**config.mk**
```make
export PLATFORM = sky130hd
export DESIGN_NAME = wb_dm_cache
export DESIGN_NICKNAME = d
export VERILOG_FILES = /design/src/rtl/cache_pkg.sv /design/src/rtl/cache_tag_store.sv /design/src/rtl/cache_data_store.sv /design/src/rtl/cache_ctrl.sv /design/src/rtl/wb_dm_cache.sv
export SDC_FILE = /design/constraint.sdc
export NUM_CORES = 1
export LEC_CHECK = 0
export ABC_AREA = 1
export BUFFER_PORTS_ARGS = -buffer_cell sky130_fd_sc_hd__buf_2
export CORE_ASPECT_RATIO = 1.2
export CORE_MARGIN = 2
export CORE_UTILIZATION = 40
export CTS_BUF_LIST = sky130_fd_sc_hd__clkbuf_16
export DETAILED_ROUTE_END_ITERATION = 8
export REMOVE_ABC_BUFFERS = 1
export SYNTH_ARGS = -nofsm -noshare
export SYNTH_HDL_FRONTEND = slang
export SYNTH_SLANG_ARGS = --single-unit
```
**constraint.sdc**
```tcl
create_clock -name clk -period 3.6 [get_ports clk]
set_input_delay 0.36 -clock clk [delete_from_list [all_inputs] [get_ports clk]]
set_output_delay 0.36 -clock clk [all_outputs]
set_load 0.1 [all_outputs]
```
**src/rtl/cache_pkg.sv**
```systemverilog
package cache_pkg;

  typedef enum logic [1:0] {
    ST_IDLE,
    ST_EVICT,
    ST_FILL,
    ST_AROUND
  } cache_state_e;

endpackage

```
**src/rtl/cache_tag_store.sv**
```systemverilog
module cache_tag_store #(
  parameter int TAG_W = 2,
  parameter int IDX_W = 2
) (
  input  logic             clk,
  input  logic             rst_n,
  input  logic [IDX_W-1:0] rd_idx,
  output logic             rd_valid,
  output logic             rd_dirty,
  output logic [TAG_W-1:0] rd_tag,
  input  logic             fill_we,
  input  logic [IDX_W-1:0] fill_idx,
  input  logic [TAG_W-1:0] fill_tag,
  input  logic             dirty_set,
  input  logic [IDX_W-1:0] dirty_idx
);

  localparam int FRAMES = 1 << IDX_W;

  logic [FRAMES-1:0] vld_q;
  logic [FRAMES-1:0] dty_q;
  logic [TAG_W-1:0]  tag_q [FRAMES];

  always_ff @(posedge clk or negedge rst_n) begin
    if (!rst_n) begin
      vld_q <= '0;
      dty_q <= '0;
      for (int f = 0; f < FRAMES; f++) tag_q[f] <= '0;
    end else begin
      for (int f = 0; f < FRAMES; f++) begin
        if (fill_we && fill_idx == IDX_W'(f)) begin
          vld_q[f] <= 1'b1;
          dty_q[f] <= 1'b0;
          tag_q[f] <= fill_tag;
        end else if (dirty_set && dirty_idx == IDX_W'(f)) begin
          dty_q[f] <= 1'b1;
        end
      end
    end
  end

  assign rd_valid = vld_q[rd_idx];
  assign rd_dirty = dty_q[rd_idx];
  assign rd_tag   = tag_q[rd_idx];

  for (genvar g = 0; g < FRAMES; g++) begin : g_frame_chk
    // a block that has just been loaded is valid and clean
    a_r9_fill_clean: assert property (@(posedge clk) disable iff (!rst_n)
      (fill_we && fill_idx == IDX_W'(g)) |=> (vld_q[g] && !dty_q[g]));
    // a write hit leaves its frame dirty
    a_r4_dirty_mark: assert property (@(posedge clk) disable iff (!rst_n)
      (dirty_set && dirty_idx == IDX_W'(g)) |=> dty_q[g]);
  end

endmodule

```
**src/rtl/cache_data_store.sv**
```systemverilog
module cache_data_store #(
  parameter int IDX_W  = 2,
  parameter int OFF_W  = 3,
  parameter int DATA_W = 16
) (
  input  logic              clk,
  input  logic [IDX_W-1:0]  rd_idx,
  input  logic [OFF_W-1:0]  rd_off,
  output logic [DATA_W-1:0] rd_data,
  input  logic              wr_en,
  input  logic [IDX_W-1:0]  wr_idx,
  input  logic [OFF_W-1:0]  wr_off,
  input  logic [DATA_W-1:0] wr_data
);

  localparam int DEPTH = 1 << (IDX_W + OFF_W);

  logic [DATA_W-1:0] word_q [DEPTH];

  always_ff @(posedge clk) begin
    if (wr_en) word_q[{wr_idx, wr_off}] <= wr_data;
  end

  assign rd_data = word_q[{rd_idx, rd_off}];

endmodule

```
**src/rtl/cache_ctrl.sv**
```systemverilog
module cache_ctrl
  import cache_pkg::*;
#(
  parameter int ADDR_W = 7,
  parameter int IDX_W  = 2,
  parameter int OFF_W  = 3,
  parameter int DATA_W = 16
) (
  input  logic                    clk,
  input  logic                    rst_n,
  input  logic                    cpu_valid,
  output logic                    cpu_ready,
  input  logic                    cpu_write,
  input  logic [ADDR_W-1:0]       cpu_addr,
  input  logic [DATA_W-1:0]       cpu_wdata,
  output logic [DATA_W-1:0]       cpu_rdata,
  output logic                    mem_valid,
  input  logic                    mem_ready,
  output logic                    mem_write,
  output logic [ADDR_W-1:0]       mem_addr,
  output logic [DATA_W-1:0]       mem_wdata,
  input  logic [DATA_W-1:0]       mem_rdata,
  output logic [IDX_W-1:0]        lk_idx,
  input  logic                    lk_valid,
  input  logic                    lk_dirty,
  input  logic [ADDR_W-IDX_W-OFF_W-1:0] lk_tag,
  output logic                    fill_we,
  output logic [IDX_W-1:0]        fill_idx,
  output logic [ADDR_W-IDX_W-OFF_W-1:0] fill_tag,
  output logic                    dirty_set,
  output logic [IDX_W-1:0]        dirty_idx,
  output logic [IDX_W-1:0]        d_rd_idx,
  output logic [OFF_W-1:0]        d_rd_off,
  input  logic [DATA_W-1:0]       d_rd_data,
  output logic                    d_wr_en,
  output logic [IDX_W-1:0]        d_wr_idx,
  output logic [OFF_W-1:0]        d_wr_off,
  output logic [DATA_W-1:0]       d_wr_data
);

  localparam int TAG_W = ADDR_W - IDX_W - OFF_W;
  localparam logic [OFF_W-1:0] LAST_BEAT = '1;

  cache_state_e state_q;
  logic [OFF_W-1:0]  beat_q;
  logic [TAG_W-1:0]  lat_tag_q, vic_tag_q;
  logic [IDX_W-1:0]  lat_idx_q;
  logic [OFF_W-1:0]  lat_off_q;
  logic [DATA_W-1:0] lat_wdata_q;

  logic [TAG_W-1:0] c_tag;
  logic [IDX_W-1:0] c_idx;
  logic [OFF_W-1:0] c_off;
  logic             hit;

  assign c_tag = cpu_addr[ADDR_W-1 -: TAG_W];
  assign c_idx = cpu_addr[OFF_W +: IDX_W];
  assign c_off = cpu_addr[OFF_W-1:0];
  assign lk_idx = c_idx;
  assign hit    = lk_valid && (lk_tag == c_tag);

  always_comb begin
    cpu_ready = 1'b0;
    cpu_rdata = d_rd_data;
    mem_valid = 1'b0;
    mem_write = 1'b0;
    mem_addr  = {lat_tag_q, lat_idx_q, beat_q};
    mem_wdata = '0;
    d_rd_idx  = c_idx;
    d_rd_off  = c_off;
    d_wr_en   = 1'b0;
    d_wr_idx  = lat_idx_q;
    d_wr_off  = beat_q;
    d_wr_data = mem_rdata;
    fill_we   = 1'b0;
    fill_idx  = lat_idx_q;
    fill_tag  = lat_tag_q;
    dirty_set = 1'b0;
    dirty_idx = c_idx;
    unique case (state_q)
      ST_IDLE: begin
        if (cpu_valid && hit) begin
          cpu_ready = 1'b1;
          if (cpu_write) begin
            d_wr_en   = 1'b1;
            d_wr_idx  = c_idx;
            d_wr_off  = c_off;
            d_wr_data = cpu_wdata;
            dirty_set = 1'b1;
          end
        end
      end
      ST_EVICT: begin
        d_rd_idx  = lat_idx_q;
        d_rd_off  = beat_q;
        mem_valid = 1'b1;
        mem_write = 1'b1;
        mem_addr  = {vic_tag_q, lat_idx_q, beat_q};
        mem_wdata = d_rd_data;
      end
      ST_FILL: begin
        mem_valid = 1'b1;
        if (mem_ready) begin
          d_wr_en = 1'b1;
          if (beat_q == lat_off_q) begin
            cpu_ready = 1'b1;
            cpu_rdata = mem_rdata;
          end
          if (beat_q == LAST_BEAT) fill_we = 1'b1;
        end
      end
      ST_AROUND: begin
        mem_valid = 1'b1;
        mem_write = 1'b1;
        mem_addr  = {lat_tag_q, lat_idx_q, lat_off_q};
        mem_wdata = lat_wdata_q;
        cpu_ready = mem_ready;
      end
      default: ;
    endcase
  end

  always_ff @(posedge clk or negedge rst_n) begin
    if (!rst_n) begin
      state_q     <= ST_IDLE;
      beat_q      <= '0;
      lat_tag_q   <= '0;
      vic_tag_q   <= '0;
      lat_idx_q   <= '0;
      lat_off_q   <= '0;
      lat_wdata_q <= '0;
    end else begin
      unique case (state_q)
        ST_IDLE: begin
          if (cpu_valid && !hit) begin
            lat_tag_q   <= c_tag;
            lat_idx_q   <= c_idx;
            lat_off_q   <= c_off;
            lat_wdata_q <= cpu_wdata;
            vic_tag_q   <= lk_tag;
            beat_q      <= '0;
            if (cpu_write)                state_q <= ST_AROUND;
            else if (lk_valid && lk_dirty) state_q <= ST_EVICT;
            else                          state_q <= ST_FILL;
          end
        end
        ST_EVICT: begin
          if (mem_ready) begin
            beat_q <= beat_q + 1'b1;
            if (beat_q == LAST_BEAT) state_q <= ST_FILL;
          end
        end
        ST_FILL: begin
          if (mem_ready) begin
            beat_q <= beat_q + 1'b1;
            if (beat_q == LAST_BEAT) state_q <= ST_IDLE;
          end
        end
        ST_AROUND: begin
          if (mem_ready) state_q <= ST_IDLE;
        end
        default: state_q <= ST_IDLE;
      endcase
    end
  end

  // a stalled memory request holds all of its fields
  a_r10_mem_hold: assert property (@(posedge clk) disable iff (!rst_n)
    (mem_valid && !mem_ready) |=> (mem_valid && $stable(mem_addr) &&
                                   $stable(mem_write) && $stable(mem_wdata)));
  // completion is only signalled for a presented request
  a_r11_ready_needs_valid: assert property (@(posedge clk) disable iff (!rst_n)
    cpu_ready |-> cpu_valid);
  // from the idle state the processor is released only on a hit
  a_r2_idle_ready_hit: assert property (@(posedge clk) disable iff (!rst_n)
    (cpu_ready && state_q == ST_IDLE) |-> hit);
  // no memory traffic while idle, so hits never touch memory
  a_r3_idle_quiet: assert property (@(posedge clk) disable iff (!rst_n)
    (state_q == ST_IDLE) |-> !mem_valid);
  // the last write-back beat hands over to a fill from word 0
  a_r6_evict_then_fill: assert property (@(posedge clk) disable iff (!rst_n)
    (state_q == ST_EVICT && mem_ready && beat_q == LAST_BEAT) |=>
      (state_q == ST_FILL && beat_q == '0));

endmodule

```
**src/rtl/wb_dm_cache.sv**
```systemverilog
module wb_dm_cache #(
  parameter int ADDR_W = 7,
  parameter int IDX_W  = 2,
  parameter int OFF_W  = 3,
  parameter int DATA_W = 16
) (
  input  logic              clk,
  input  logic              rst_n,
  input  logic              cpu_valid,
  output logic              cpu_ready,
  input  logic              cpu_write,
  input  logic [ADDR_W-1:0] cpu_addr,
  input  logic [DATA_W-1:0] cpu_wdata,
  output logic [DATA_W-1:0] cpu_rdata,
  output logic              mem_valid,
  input  logic              mem_ready,
  output logic              mem_write,
  output logic [ADDR_W-1:0] mem_addr,
  output logic [DATA_W-1:0] mem_wdata,
  input  logic [DATA_W-1:0] mem_rdata
);

  localparam int TAG_W = ADDR_W - IDX_W - OFF_W;

  logic [IDX_W-1:0]  lk_idx, fill_idx, dirty_idx, d_rd_idx, d_wr_idx;
  logic              lk_valid, lk_dirty, fill_we, dirty_set, d_wr_en;
  logic [TAG_W-1:0]  lk_tag, fill_tag;
  logic [OFF_W-1:0]  d_rd_off, d_wr_off;
  logic [DATA_W-1:0] d_rd_data, d_wr_data;

  cache_tag_store #(.TAG_W(TAG_W), .IDX_W(IDX_W)) u_tags (
    .clk(clk), .rst_n(rst_n),
    .rd_idx(lk_idx), .rd_valid(lk_valid), .rd_dirty(lk_dirty), .rd_tag(lk_tag),
    .fill_we(fill_we), .fill_idx(fill_idx), .fill_tag(fill_tag),
    .dirty_set(dirty_set), .dirty_idx(dirty_idx)
  );

  cache_data_store #(.IDX_W(IDX_W), .OFF_W(OFF_W), .DATA_W(DATA_W)) u_data (
    .clk(clk),
    .rd_idx(d_rd_idx), .rd_off(d_rd_off), .rd_data(d_rd_data),
    .wr_en(d_wr_en), .wr_idx(d_wr_idx), .wr_off(d_wr_off), .wr_data(d_wr_data)
  );

  cache_ctrl #(.ADDR_W(ADDR_W), .IDX_W(IDX_W), .OFF_W(OFF_W), .DATA_W(DATA_W)) u_ctrl (
    .clk(clk), .rst_n(rst_n),
    .cpu_valid(cpu_valid), .cpu_ready(cpu_ready), .cpu_write(cpu_write),
    .cpu_addr(cpu_addr), .cpu_wdata(cpu_wdata), .cpu_rdata(cpu_rdata),
    .mem_valid(mem_valid), .mem_ready(mem_ready), .mem_write(mem_write),
    .mem_addr(mem_addr), .mem_wdata(mem_wdata), .mem_rdata(mem_rdata),
    .lk_idx(lk_idx), .lk_valid(lk_valid), .lk_dirty(lk_dirty), .lk_tag(lk_tag),
    .fill_we(fill_we), .fill_idx(fill_idx), .fill_tag(fill_tag),
    .dirty_set(dirty_set), .dirty_idx(dirty_idx),
    .d_rd_idx(d_rd_idx), .d_rd_off(d_rd_off), .d_rd_data(d_rd_data),
    .d_wr_en(d_wr_en), .d_wr_idx(d_wr_idx), .d_wr_off(d_wr_off), .d_wr_data(d_wr_data)
  );

endmodule

```
==> qor.txt <==
DRT antenna net count -> 0
Final Max Slew Viols -> 0
Placement Cell Area -> 25640 um^2
Final Util -> 48.60%
Power Dens Cells -> 731.7 nW/um^2
Async set or reset register ratio after synthesis -> 8.244%
Yosys reg bits -> 558
IO buf count -> 85
Synth top area share -> 65.10%
Diode count -> 0
Drt pass-1 iters -> 6
Area contributors post-synth -> edfxtp_1 (65%), o21ai_0 (5.1%), dfrtp_1 (4.9%), o211ai_1 (3.6%), nand3_1 (3.2%)
RR Startpoint -> u_ctrl.state_q[0]$_DFFE_PN0P_
Max-cap violations -> 0
Critical path class -> reg2out
Hold depth -> 3
Clk slew on worst S/H paths -> 0.07 ns
Pleak -> 10.41 nW
Post-route cell area -> 28370 um^2
Seq/Total Area, Yosys -> 69.97%
Final Hold Viols -> 0
Hold crit path type -> in2reg
WP data required -> 3.24 ns
Core ar. -> 58380 um^2
GPL Wtd Cong -> 0.8982
Nets -> 2193
Count leader, synth -> edfxtp_1
RSZ-0062 raised after global routing -> true
R2r worst-path depth -> 7
Yosys top cell by area -> edfxtp_1
WHS Endpoint -> u_ctrl.lat_wdata_q[8]$_DFFE_PN0P_
Top post-synthesis cells by count -> edfxtp_1 (512), o21ai_0 (239), inv_1 (194)
Die X-Extent -> 225.8 um
CTS Buf Count -> 54
DP HPWL -> 39590 um
Fin crit share -> 98.46%
Worst-margin pin slew -> 1.166 ns
Root Buffer Master -> clkbuf_16
CP Capture Type -> output port
Number of global-route vias before repair -> 15905
# fillers -> 5122
I/O pins -> 86
Largest net degree at the start of global routing -> 68
Die Height -> 270.2 um
Die ar. -> 61010 um^2
Tmin final -> 3.544 ns
Fmax -> 282.1 MHz
Vias per cell -> 5.543
Global-route wire length before repair -> 99400 um
Status -> finished, final reports clean
H-tree Lvls -> 2
Startpoint types -> register
Initial antenna violation count -> 2
Max-Slew Margin vs Limit -> 22.27%
Top FF cell, synth -> edfxtp_1
All-layer global routing usage -> 21.93%
Clk_lat worst skew -> 0.63 ns
RR Endpoint -> u_data.word_q[8][10]$_DFFE_PP_
# rows -> 97
WP data arrival -> 3.18 ns
Area delta synth->final -> 20.14%
Clk sinks -> 558
Mapped Area -> 23620 um^2
Yosys cell types -> 34
Clock Tree Buf Depth -> 3
Avg Inst Size Synth -> 11.73 um^2
HP Start -> cpu_wdata[8]
Drc violations -> 0
Layout cells sized above 1 -> 16.95%
Syn Inst Count -> 2014
Initial Util -> 40.46%
Worst Path Max Fanout -> 56
Flop2flop setup slack -> 0.63 ns
Post-synth EDFFs -> 512
TritonCTS clock tree -> built
Setup violators final -> 0
Clk_skew -> 0.03473 ns
WL final -> 68590 um
Total vias in the final route -> 16491
Total global routing overflow -> 0
Initial DRC count -> 1432
Per-cell routed wire length -> 23.05 um
Worst VDD drop -> 0.0009080 V
Synth warnings -> 0
## sequential cells by signal, indices dropped and copies added (netlist names)
signal              count
u_ctrl.lat_wdata_q     16
u_tags.tag_q            8
u_tags.dty_q            4
u_ctrl.fill_tag         2
u_data.word_q         512
u_ctrl.vic_tag_q        2
u_ctrl.fill_idx         2
u_ctrl.state_q          2
u_ctrl.beat_q           3
u_ctrl.lat_off_q        3
u_tags.vld_q            4
## power by group
group / total [W] / leakage, nW / switching, W / internal (W)
Combinational: 0.00768 / 4.34 / 0.00540 / 0.00228
Sequential: 0.00759 / 5.18 / 0.000169 / 0.00742
Clock: 0.00549 / 0.892 / 0.00238 / 0.00311
Total: 0.0208 / 10.4 / 0.00794 / 0.0128
## metal layers
metal	vias up	share of wire (%)	GRT usage (%)
li1	7495	-	-
met1	8106	40	28.85
met2	750	48	35.89
met3	138	8.1	4.014
met4	2	3.8	8.662
met5	-	0.019	0
## layout make-up
type	instances	area, um^2	area share (%)
repair buffers	198	2265	7.982
flip-flops and latches	558	16530	58.24
well taps	792	991.0	3.493
multi-input cells	1130	6120	21.57
inverters	200	770.7	2.716
clock inverters	42	325.3	1.147
clock buffers	55	1376	4.851
## repair_timing
action | 4_1_cts | 5_1_grt
pin swaps | 4 | 9
buffers inserted | 3 | 4
gates cloned | 7 | 6
hold endpoints to repair | 34 | 0
hold buffers | 4 | 0
gates resized for setup | 70 | 55
endpoints found under the setup margin | 32 | 31
## stage by stage
step / hold slack (ns) / TNS [ns] / total power [W] / cells / setup WS [ns]
after CTS: 0.001698 / 0 / 0.02041 / 2965 / 0.01349
after floorplan: 0.06441 / -217.13 / 0.01232 / 1887 / -6.791
after global placement: 0.4360 / 0 / 0.01440 / 2854 / 0.3328
after detailed placement: 0.4410 / 0 / 0.01446 / 2854 / 0.2708
final: 0.01832 / 0 / 0.02076 / 2975 / 0.05556
after global routing: 0.04237 / -0.1272 / 0.02150 / 2975 / -0.02672
## worst max path at each step
stage / start / to / slack [ns] / depth (start not counted)
detailed placement: u_ctrl.state_q[1]$_DFFE_PN0P_ / cpu_rdata[8] / 0.27 / 12
finish: u_ctrl.state_q[1]$_DFFE_PN0P_ / cpu_rdata[14] / 0.06 / 12
global placement: u_ctrl.state_q[1]$_DFFE_PN0P_ / cpu_rdata[9] / 0.33 / 12
global route: u_ctrl.state_q[1]$_DFFE_PN0P_ / cpu_rdata[9] / -0.03 / 15
floorplan: u_ctrl.state_q[1]$_DFFE_PN0P_ / mem_wdata[11] / -6.79 / 9
CTS: u_ctrl.state_q[1]$_DFFE_PN0P_ / mem_wdata[5] / 0.01 / 13
## worst max-delay path, cell delays in order (launching register included)
cell	delay, ns
dfrtp_1	0.43
inv_2	0.11
ha_4	0.18
buf_6	0.21
nand2_1	0.13
o21ai_4	0.13
buf_12	0.38
o211ai_1	0.17
nand3_1	0.24
nand3_2	0.16
nand3_1	0.11
nand2_1	0.10
buf_12	0.18
## logic make-up (layout without fill, tap and decap cells)
group | after synthesis | count (layout) | synth area share, %
AND/OR/NAND/NOR | 531 | 532 | 10.08
AO/OA/AOI/OAI | 588 | 588 | 13.73
buffers and inverters | 327 | 495 | 5.737
XOR/XNOR | 2 | 2 | 0.07418
flip-flops | 558 | 558 | 69.97
adder cells (fa/ha/maj) | 7 | 7 | 0.3708
multiplexers | 1 | 1 | 0.04238
## cells in the final DEF (no fill, tap or decap), types with 3 or more instances in the layout
master         instances
a21oi_2                3
a21oi_1              129
nand2_2               18
o22ai_1                3
nand2_4                3
inv_1                207
o21ai_2               17
o211ai_1             113
dfrtp_1               46
nand4_1               10
clkinv_1              13
nand2_1              168
clkbuf_16             61
buf_4                 71
nor3_1                 4
dlygate4sd3_1          4
buf_16                10
ha_1                   6
o21a_1                 4
bufinv_16              5
bufbuf_16              3
buf_2                 53
nand3_1              115
o21ai_0              238
inv_2                  3
edfxtp_1             512
nand3_4                8
o21ai_1               78
buf_8                  6
clkinv_2               8
nand3_2               44
nor2_1               158
buf_6                 10
buf_12                35
(Power assumes the default switching activity.)
